[src/rtl/qidx_pkg.sv]
package qidx_pkg;
  typedef struct packed {
    logic inc;
    logic dec;
    logic zero;
  } ctrlStrobes_t;
endpackage

[src/rtl/qidxSync.sv]
module qidxSync #(
  parameter int STAGES = 2
) (
  input  logic clk,
  input  logic rst,
  input  logic din,
  output logic dout
);
  generate
    if (STAGES <= 1) begin : g_single
      logic stage;
      always_ff @(posedge clk) begin
        if (rst) stage <= 1'b0;
        else     stage <= din;
      end
      assign dout = stage;
    end else begin : g_chain
      logic [STAGES-1:0] shift;
      always_ff @(posedge clk) begin
        if (rst) shift <= '0;
        else     shift <= {shift[STAGES-2:0], din};
      end
      assign dout = shift[STAGES-1];
    end
  endgenerate
endmodule

[src/rtl/qidxControl.sv]
module qidxControl
  import qidx_pkg::*;
#(
  parameter int SYNC_STAGES = 2
) (
  input  logic         clk,
  input  logic         rst,
  input  logic         encA,
  input  logic         encB,
  input  logic         encIdx,
  input  logic         idxEn,
  output ctrlStrobes_t strobes
);
  logic aSync, bSync, iSync;

  qidxSync #(.STAGES(SYNC_STAGES)) syncA_i (.clk(clk), .rst(rst), .din(encA),   .dout(aSync));
  qidxSync #(.STAGES(SYNC_STAGES)) syncB_i (.clk(clk), .rst(rst), .din(encB),   .dout(bSync));
  qidxSync #(.STAGES(SYNC_STAGES)) syncI_i (.clk(clk), .rst(rst), .din(encIdx), .dout(iSync));

  logic [1:0] abCur, abPrev;
  logic       idxPrev;
  logic       fwdStep, revStep, idxRise;

  assign abCur = {aSync, bSync};

  always_ff @(posedge clk) begin
    if (rst) begin
      abPrev  <= 2'b00;
      idxPrev <= 1'b0;
    end else begin
      abPrev  <= abCur;
      idxPrev <= iSync;
    end
  end

  // Gray transition table, pair is {A,B}; forward order 00,10,11,01
  always_comb begin
    fwdStep = 1'b0;
    revStep = 1'b0;
    case ({abPrev, abCur})
      4'b0010, 4'b1011, 4'b1101, 4'b0100: fwdStep = 1'b1;
      4'b0001, 4'b0111, 4'b1110, 4'b1000: revStep = 1'b1;
      default: ;
    endcase
  end

  assign idxRise      = iSync && !idxPrev;
  assign strobes.inc  = fwdStep;
  assign strobes.dec  = revStep;
  assign strobes.zero = idxRise && idxEn;

  // a jump of both phases yields no step strobe
  a_r4_no_jump_step: assert property (@(posedge clk) disable iff (rst)
    ((abPrev ^ abCur) == 2'b11) |-> !(strobes.inc || strobes.dec));

  // index is inert while disabled
  a_r6_disabled_idx: assert property (@(posedge clk) disable iff (rst)
    !idxEn |-> !strobes.zero);

  // a held index cannot clear twice in a row
  a_r12_single_clear: assert property (@(posedge clk) disable iff (rst)
    strobes.zero |=> !strobes.zero);

  a_r2_one_direction: assert property (@(posedge clk) disable iff (rst)
    !(strobes.inc && strobes.dec));
endmodule

[src/rtl/qidxDatapath.sv]
module qidxDatapath
  import qidx_pkg::*;
#(
  parameter int POS_W = 32,
  parameter int TOL   = 3
) (
  input  logic                    clk,
  input  logic                    rst,
  input  ctrlStrobes_t            strobes,
  output logic signed [POS_W-1:0] position,
  output logic                    lostCount
);
  localparam logic signed [POS_W-1:0] TOL_HI = POS_W'(TOL);
  localparam logic signed [POS_W-1:0] TOL_LO = -TOL_HI;

  logic outOfWindow;
  assign outOfWindow = (position > TOL_HI) || (position < TOL_LO);

  always_ff @(posedge clk) begin
    if (rst) begin
      position  <= '0;
      lostCount <= 1'b0;
    end else if (strobes.zero) begin
      position  <= '0;
      lostCount <= outOfWindow;  // checks the pre-clear value
    end else if (strobes.inc) begin
      position  <= position + 1'b1;
    end else if (strobes.dec) begin
      position  <= position - 1'b1;
    end
  end

  a_r2_inc_step: assert property (@(posedge clk) disable iff (rst)
    (strobes.inc && !strobes.zero) |=> position == $past(position) + 1'b1);

  a_r3_dec_step: assert property (@(posedge clk) disable iff (rst)
    (strobes.dec && !strobes.zero) |=> position == $past(position) - 1'b1);

  // clear wins over any step
  a_r10_clear_wins: assert property (@(posedge clk) disable iff (rst)
    strobes.zero |=> position == '0);

  a_r7_flag_set: assert property (@(posedge clk) disable iff (rst)
    (strobes.zero && (position > TOL_HI || position < TOL_LO)) |=> lostCount);

  a_r8_flag_clear: assert property (@(posedge clk) disable iff (rst)
    (strobes.zero && position <= TOL_HI && position >= TOL_LO) |=> !lostCount);

  a_r9_flag_hold: assert property (@(posedge clk) disable iff (rst)
    !strobes.zero |=> $stable(lostCount));
endmodule

[src/rtl/quadIndexCounter.sv]
module quadIndexCounter
  import qidx_pkg::*;
#(
  parameter int POS_W       = 32,
  parameter int TOL         = 3,
  parameter int SYNC_STAGES = 2
) (
  input  logic                    clk,
  input  logic                    rst,
  input  logic                    encA,
  input  logic                    encB,
  input  logic                    encIdx,
  input  logic                    idxEn,
  output logic signed [POS_W-1:0] position,
  output logic                    lostCount
);
  ctrlStrobes_t strobes;

  qidxControl #(.SYNC_STAGES(SYNC_STAGES)) ctrl_i (
    .clk(clk), .rst(rst), .encA(encA), .encB(encB),
    .encIdx(encIdx), .idxEn(idxEn), .strobes(strobes)
  );

  qidxDatapath #(.POS_W(POS_W), .TOL(TOL)) dp_i (
    .clk(clk), .rst(rst), .strobes(strobes),
    .position(position), .lostCount(lostCount)
  );

  a_r1_reset_state: assert property (@(posedge clk)
    rst |=> (position == '0 && !lostCount));
endmodule

[config.mk]
export PLATFORM = sky130hd
export DESIGN_NAME = quadIndexCounter
export DESIGN_NICKNAME = d
export VERILOG_FILES = /design/src/rtl/qidx_pkg.sv /design/src/rtl/qidxSync.sv /design/src/rtl/qidxControl.sv /design/src/rtl/qidxDatapath.sv /design/src/rtl/quadIndexCounter.sv
export SDC_FILE = /design/constraint.sdc
export NUM_CORES = 1
export LEC_CHECK = 0
export BUFFER_PORTS_ARGS = -buffer_cell sky130_fd_sc_hd__buf_2
export CAP_MARGIN = 5
export CELL_PAD_IN_SITES_DETAIL_PLACEMENT = 2
export CELL_PAD_IN_SITES_GLOBAL_PLACEMENT = 2
export CORE_MARGIN = 2
export CORE_UTILIZATION = 37
export DETAILED_ROUTE_END_ITERATION = 7
export GPL_TIMING_DRIVEN = 0
export HOLD_SLACK_MARGIN = 0.12
export PLACE_DENSITY_LB_ADDON = 0.1
export SYNTH_ARGS = -nofsm -noshare
export SYNTH_HDL_FRONTEND = slang
export SYNTH_SLANG_ARGS = --single-unit
[constraint.sdc]
create_clock -name clk -period 7.3 [get_ports clk]
set_input_delay 0.365 -clock clk [delete_from_list [all_inputs] [get_ports clk]]
set_output_delay 0.365 -clock clk [all_outputs]
set_load 0.01 [all_outputs]
==> results of run 1 <==
[per-layer routing]
metal / track usage, % / part of all wire (%) / wire, um / vias to the layer above
met4: 4.53 / 0.92 / 113 / 0
li1: - / - / - / 1702
met5: 0 / 0 / 0 / -
met3: 2.81 / 2.3 / 289 / 11
met1: 35.7 / 48 / 5900 / 1753
met2: 44.8 / 49 / 6030 / 41
[final timing paths]
kind | from | to | slack (ps) | depth (start not counted)
worst min-delay path | encA | ctrl_i.syncA_i.g_chain.shift[0] | 260 | 2
worst min register to register | ctrl_i.syncA_i.g_chain.shift[0] | ctrl_i.syncA_i.g_chain.shift[1] | 450 | 1
worst max-delay path | ctrl_i.syncA_i.g_chain.shift[1] | dp_i.position[31] | 2940 | 12
worst max register to register | ctrl_i.syncA_i.g_chain.shift[1] | dp_i.position[31] | 2940 | 12
[cell usage in the layout (no fill, tap or decap), drive strengths merged, types with 13 or more instances in the layout]
cell / Yosys / routed
a21oi: 54 / 54
o21ai: 33 / 33
nand3: 17 / 17
nand2: 54 / 54
nand4: 17 / 17
clkbuf: 12 / 17
buf: 10 / 48
nor2: 28 / 28
ha: 30 / 30
dfxtp: 42 / 42
xnor2: 18 / 18
a211oi: 13 / 13
[cells in the mapped netlist, drive strengths merged (2+ instances only)]
cell	n	share of area, %
nand4	17	3.1
o21bai	4	1.0
nand2b	3	0.56
a211oi	13	3.6
xor2	8	2.1
buf	10	1.9
o21a	2	0.44
nor3	10	1.6
inv	8	0.89
a31oi	9	1.9
nor4	9	1.7
nor2b	11	2.0
and2	6	1.2
o21ai	33	4.9
nor2	28	3.3
nand3	17	2.5
clkbuf	12	2.0
nand2	54	6.1
o211ai	8	1.9
ha	30	11
dfxtp	42	25
xnor2	18	4.7
and3	3	0.56
a21boi	2	0.44
o22ai	2	0.37
a21o	6	1.4
a211o	3	0.82
mux2i	2	0.59
a21oi	54	8.0
[sequential cells by signal (all words and copies together) (netlist names)]
signal	flops
dp_i.position	32
ctrl_i.syncB_i.g_chain.shift	2
ctrl_i.idxPrev	1
ctrl_i.abPrev	2
ctrl_i.syncI_i.g_chain.shift	2
dp_i.lostCount	1
ctrl_i.syncA_i.g_chain.shift	2
[stage by stage]
| stage | utilization (%) | power [mW] | hold slack [ps] | instance area, um2 |
|---|---|---|---|---|
| 6_report | 43.1 | 1.45 | 256 | 3800 |
| 5_1_grt | 43.1 | 1.59 | 265 | 3800 |
| 4_1_cts | 43.1 | 1.46 | 250 | 3800 |
| 3_5_place_dp | 42.0 | 1.27 | 431 | 3700 |
| 3_3_place_gp | 42.0 | 1.23 | 419 | 3700 |
| 2_1_floorplan | - | 0.996 | 414 | 3380 |
[kinds of logic after synthesis]
logic type | synth area share [%]
mux | 0.926
simple gates | 24.2
xor+xnor | 6.74
flops | 24.9
fa+ha+maj | 11.7
buf+inv | 5.00
compound gates | 26.5
[area by class of cell]
type	instances	area, um2
Clock buffer	5	68.8
Inverter	8	30.0
Timing Repair Buffer	38	190
Tap cell	108	135
Clock inverter	3	26.3
Buffer	23	139
Multi-Input combinational cell	367	2370
Fill cell	1068	5010
Sequential cell	42	841
[report_power, final]
group / internal [mW] / switching, mW
combinational: 0.372 / 0.573
clock: 0.0713 / 0.0996
sequential: 0.270 / 0.0685
total: 0.714 / 0.741
==> flow_metrics.py, run 1 <==
metrics = {
    "drt": {
        "post_route_drc": 0,
        "final_antenna_net_count": 0,
        "dr_total_vias": 3507,
        "detail_route.wirelength_um": 12300,
        "detail_route.first_pass.iterations": 4,
        "detail_route.iter0.violations": 132,
        "drt-vias-per-instance": 5.90,
        "post_drt_wl_per_cell_um": 20.8,
    },
    "synth": {
        "ys_types": 63,
        "synthesis.instances": 440,
        "synth_sequential_area_ratio_pct": 24.9,
        "ys.warnings.count": 0,
        "synthesis.area_um2": 3380,
        "postSynth.asyncResetShare_pct": 0,
        "ys_seq_elements": 42,
        "ys.flop_type": "sky130_fd_sc_hd__dfxtp_1",
        "avgSynthCellArea_um2": 7.67,
        "synth_enable_flop_cells": 0,
        "synthesis.nets": 477,
    },
    "worst_setup_path": {
        "timing.critical_path.fanout_max": 31,
        "critical-path-slowest-cell": "sky130_fd_sc_hd__inv_1",
        "timing.critical_path.max_delay_family": "compound AO/OA/AOI/OAI gates",
        "worst_path_most_repeated_cell": "sky130_fd_sc_hd__xor2_1",
        "worst_path_bufs_invs": 1,
        "worst_ep_required_time_ps": 7490,
        "cp-end-kind": "register",
        "timing.critical_path.slowest_cell_delay_ps": 910,
        "cp_cell_sequence": "xor2_1 -> and2_2 -> inv_1 -> ha_1 -> a211oi_1 -> o211ai_2 -> a31oi_2 -> o21ai_0 -> o221ai_1 -> mux2i_1 -> xor2_1 -> nor2_1",
        "data_arrival_time_at_the_worst_slack_endpoint_ps": 4540,
        "cp-start-kind": "register",
        "worst-setup-path-type": "reg2reg",
    },
    "clock_tree": {
        "clock_pin_slew_worst_setup_and_hold_paths_ps": 100,
        "clk_path_buf_depth": 2,
        "htreeDepth": 2,
        "clock_sinks": 42,
        "cts-buffers-inserted": 5,
        "post_cts_hold_fix_bufs": 0,
        "post_cts_buffers": 0,
        "ctsRootBufferMaster": "sky130_fd_sc_hd__clkbuf_8",
        "clkLatencyLatePin_ps": 310,
        "post_cts_resized": 0,
        "tritoncts": "yes",
    },
    "global_routing": {
        "groute.usage.overall_pct": 26.0,
        "grt_pass1_vias": 3735,
        "grt_overflow_total": 0,
        "initial_antenna_violation_count": 0,
        "global_route_wire_length_before_repair_um": 20400,
        "grt_max_degree": 32,
    },
    "job": {
        "timing.max_cap.violations": 0,
    },
    "sta": {
        "setup_viol": 0,
        "tns_ps": 0,
        "max_slew_margin_pct": 14.8,
        "period_share_pct": 59.7,
        "post_layout_min_period_ps": 4360,
        "tightest_slew_ps": 1280,
        "timing.final.max_slew_violations": 0,
        "unrepaired_setup_endpoints_after_global_routing": "false",
        "worst_slack_ps": 2940,
        "timing.fmax_mhz": 229,
        "final_hold_violation_count": 0,
        "timing.clock.skew_ps": 6.29,
    },
    "power_and_ir_drop": {
        "power.density_nw_per_um2": 383,
        "vdd_drop_max_mv": 0.112,
        "p_leak_nw": 1.62,
    },
    "floorplan": {
        "top_level_ports": 39,
        "floorplan.initialDensity_pct": 38.3,
        "fp-row-count": 34,
        "die_w_um": 99.5,
        "fp.coreArea_um2": 8810,
        "area_of_the_die_um2": 9910,
        "die_y_um": 99.5,
    },
    "placed_design": {
        "dp_hpwl_um": 9510,
        "post-place-ws_ps": 2990,
        "gp_congestion": 0.862,
        "number_of_placed_instances_with_taps_included": 586,
        "count_of_input_and_output_buffers": 38,
    },
    "finish": {
        "diodes_inserted": 0,
        "layout-drive-gt1-share_pct": 15.8,
        "finish.cell_count_without_fillers": 594,
        "design.final.nets": 522,
        "growth_of_design_area_from_synthesis_to_finish_pct": 12.4,
    },
    "hold_path": {
        "hold_class": "in2reg",
    },
    "status": {
        "outcome": "complete, no violations",
    },
}
(Power assumes the default switching activity.)
==> run 2, diff against run 1 <==
--- a/config.mk
+++ b/config.mk
@@ -10,7 +10,7 @@
 export CELL_PAD_IN_SITES_DETAIL_PLACEMENT = 2
 export CELL_PAD_IN_SITES_GLOBAL_PLACEMENT = 2
 export CORE_MARGIN = 2
-export CORE_UTILIZATION = 37
+export CORE_UTILIZATION = 35
 export DETAILED_ROUTE_END_ITERATION = 7
 export GPL_TIMING_DRIVEN = 0
 export HOLD_SLACK_MARGIN = 0.12
==> constraint.sdc (replaced) <==
create_clock -name clk -period 4.55 [get_ports clk]
set_input_delay 0.2275 -clock clk [delete_from_list [all_inputs] [get_ports clk]]
set_output_delay 0.2275 -clock clk [all_outputs]
set_load 0.01 [all_outputs]
==> flow_metrics.py, run 2 (synthesized netlist as in run 1, its figures left out) <==
metrics = {
    "global_routing": {
        "groute.usage.overall_pct": 24.5,
        "grt_max_degree": 32,
        "grt_overflow_total": 0,
        "global_route_wire_length_before_repair_um": 19700,
        "grt_pass1_vias": 3656,
        "gr-usage-met3_pct": 2.26,
        "initial_antenna_violation_count": 0,
        "gr-usage-met2_pct": 40.0,
        "grt_busiest_layer": "met2",
        "global_route.usage.met1_pct": 35.1,
    },
    "drt": {
        "detail_route.wirelength_um": 12400,
        "post_drt_wl_per_cell_um": 20.0,
        "dr_total_vias": 3514,
        "detail_route.first_pass.iterations": 4,
        "post_route_drc": 0,
        "final_antenna_net_count": 0,
        "drt-vias-per-instance": 5.68,
        "detail_route.iter0.violations": 141,
    },
    "finish": {
        "growth_of_design_area_from_synthesis_to_finish_pct": 14.4,
        "layout.cells.most_common": "sky130_fd_sc_hd__a21oi_1",
        "mostFrequentLayoutCells": "54 x sky130_fd_sc_hd__a21oi_1, 53 x sky130_fd_sc_hd__nand2_1, 44 x sky130_fd_sc_hd__buf_2, 42 x sky130_fd_sc_hd__dfxtp_1, 31 x sky130_fd_sc_hd__o21ai_0",
        "largest_register_by_flop_count": "dp_i.position",
        "post-route-util_pct": 41.6,
        "flip_flop_count_of_the_largest_register_after_layout": 32,
        "layout-drive-gt1-share_pct": 16.1,
        "finish.cell_count_without_fillers": 619,
        "design.final.nets": 526,
        "diodes_inserted": 0,
        "layout.filler_cells": 1104,
    },
    "placed_design": {
        "count_of_input_and_output_buffers": 38,
        "post-place-ws_ps": 136,
        "gp_congestion": 0.872,
        "number_of_placed_instances_with_taps_included": 607,
        "dp_hpwl_um": 9550,
    },
    "sta": {
        "unrepaired_setup_endpoints_after_global_routing": "false",
        "setup_viol": 0,
        "max_slew_margin_pct": 41.4,
        "worst_slack_ps": 342,
        "timing.fmax_mhz": 238,
        "period_share_pct": 92.5,
        "post_layout_min_period_ps": 4210,
        "tns_ps": 0,
        "timing.final.max_slew_violations": 0,
        "tightest_slew_ps": 874,
        "timing.clock.skew_ps": 7.83,
        "final_hold_violation_count": 0,
    },
    "floorplan": {
        "fp-row-count": 35,
        "floorplan.initialDensity_pct": 36.4,
        "die_y_um": 102,
        "top_level_ports": 39,
        "die_w_um": 102,
        "area_of_the_die_um2": 10500,
        "fp.coreArea_um2": 9280,
    },
    "worst_setup_path": {
        "data_arrival_time_at_the_worst_slack_endpoint_ps": 4400,
        "timing.rr.end": "dp_i.position[31]",
        "worst-setup-path-type": "reg2reg",
        "cp-start-kind": "register",
        "timing.critical_path.fanout_max": 15,
        "worstRegToRegCells": 12,
        "regToRegStartpoint": "ctrl_i.syncB_i.g_chain.shift[1]",
        "ff2ff_setup_slack_ps": 340,
        "worstSetupEndpoint": "dp_i.position[31]",
        "cp-end-kind": "register",
        "worst_ep_required_time_ps": 4740,
        "startpoint": "ctrl_i.syncB_i.g_chain.shift[1]",
    },
    "clock_tree": {
        "ctsRootBufferMaster": "sky130_fd_sc_hd__clkbuf_8",
        "clock_pin_slew_worst_setup_and_hold_paths_ps": 100,
        "tritoncts": "yes",
        "clkLatencyLatePin_ps": 310,
        "clock_sinks": 42,
        "cts-buffers-inserted": 5,
        "clk_path_buf_depth": 2,
        "htreeDepth": 2,
    },
    "job": {
        "timing.max_cap.violations": 0,
    },
    "hold_path": {
        "hold_path_startpoint": "idxEn",
        "hold_class": "in2reg",
    },
    "power_and_ir_drop": {
        "power.total_mw": 2.33,
        "power.density_nw_per_um2": 603,
        "p_leak_nw": 1.63,
        "vdd_drop_max_mv": 0.152,
    },
    "status": {
        "outcome": "complete, no violations",
    },
}
==> run 2: changes by cell type in the layout (fill, tap and decap cells not counted), sizes merged <==
| cell | change |
|---|---|
| inv | -2 |
| clkinvlp | +2 |
| clkinv | +1 |
| dlygate4sd3 | +3 |
==> run 2: worst max-delay path, stage by stage, from the launching register on <==
cell and delay, ps:
sky130_fd_sc_hd__dfxtp_1 330, sky130_fd_sc_hd__xnor2_1 190, sky130_fd_sc_hd__and2_2 290, sky130_fd_sc_hd__clkinvlp_2 750
sky130_fd_sc_hd__ha_1 670, sky130_fd_sc_hd__o211ai_1 140, sky130_fd_sc_hd__o211ai_2 170, sky130_fd_sc_hd__a31oi_2 350
sky130_fd_sc_hd__o21ai_0 220, sky130_fd_sc_hd__o221ai_1 420, sky130_fd_sc_hd__mux2i_1 310, sky130_fd_sc_hd__xor2_1 180
sky130_fd_sc_hd__nor2_1 50
==> run 2: layer usage <==
layer,routed length (um),vias to the layer above
li1,-,1713
met4,148,0
met3,250,12
met5,0,-
met1,6080,1747
met2,5880,42
==> run 2: timing repair <==
item,CTS,global route
hold buffers,3,0
buffers inserted,0,0
gates resized for setup,0,1
endpoints found under the setup margin,0,1
endpoints found under the hold margin,3,0
==> run 2: power breakdown <==
part	internal [mW]	leakage [nW]	switching, mW
Combinational	0.599	1.23	0.918
Sequential	0.433	0.345	0.107
Clock	0.115	0.0506	0.159
==> run 2: cell type report <==
cell class | count | area (um2) | area share, %
timing repair buffer | 41 | 220 | 5.70
multi-input combinational | 367 | 2370 | 61.2
tap | 129 | 161 | 4.18
clock inverter | 3 | 28.8 | 0.745
sequential | 42 | 841 | 21.8
clock buffer | 5 | 68.8 | 1.78
buffer | 23 | 139 | 3.59
timing repair inverter | 1 | 5.00 | 0.129
inverter | 8 | 33.8 | 0.874
==> run 2: worst min-delay path by stage <==
stage	to	slack (ps)	cells past startpoint
6_report	dp_i.lostCount	330	4
5_1_grt	dp_i.lostCount	360	4
4_1_cts	dp_i.lostCount	320	4
3_5_place_dp	ctrl_i.syncI_i.g_chain.shift[1]	430	1
3_3_place_gp	ctrl_i.syncB_i.g_chain.shift[1]	420	1
2_1_floorplan	ctrl_i.syncA_i.g_chain.shift[0]	360	1
==> run 2: stage by stage <==
| stage | hold WS, ps | instance area, um2 |
|---|---|---|
| global placement | 421 | 3730 |
| finish | 326 | 3860 |
| CTS | 322 | 3860 |
| global route | 364 | 3860 |
| floorplan | 356 | 3380 |
| detailed placement | 429 | 3730 |
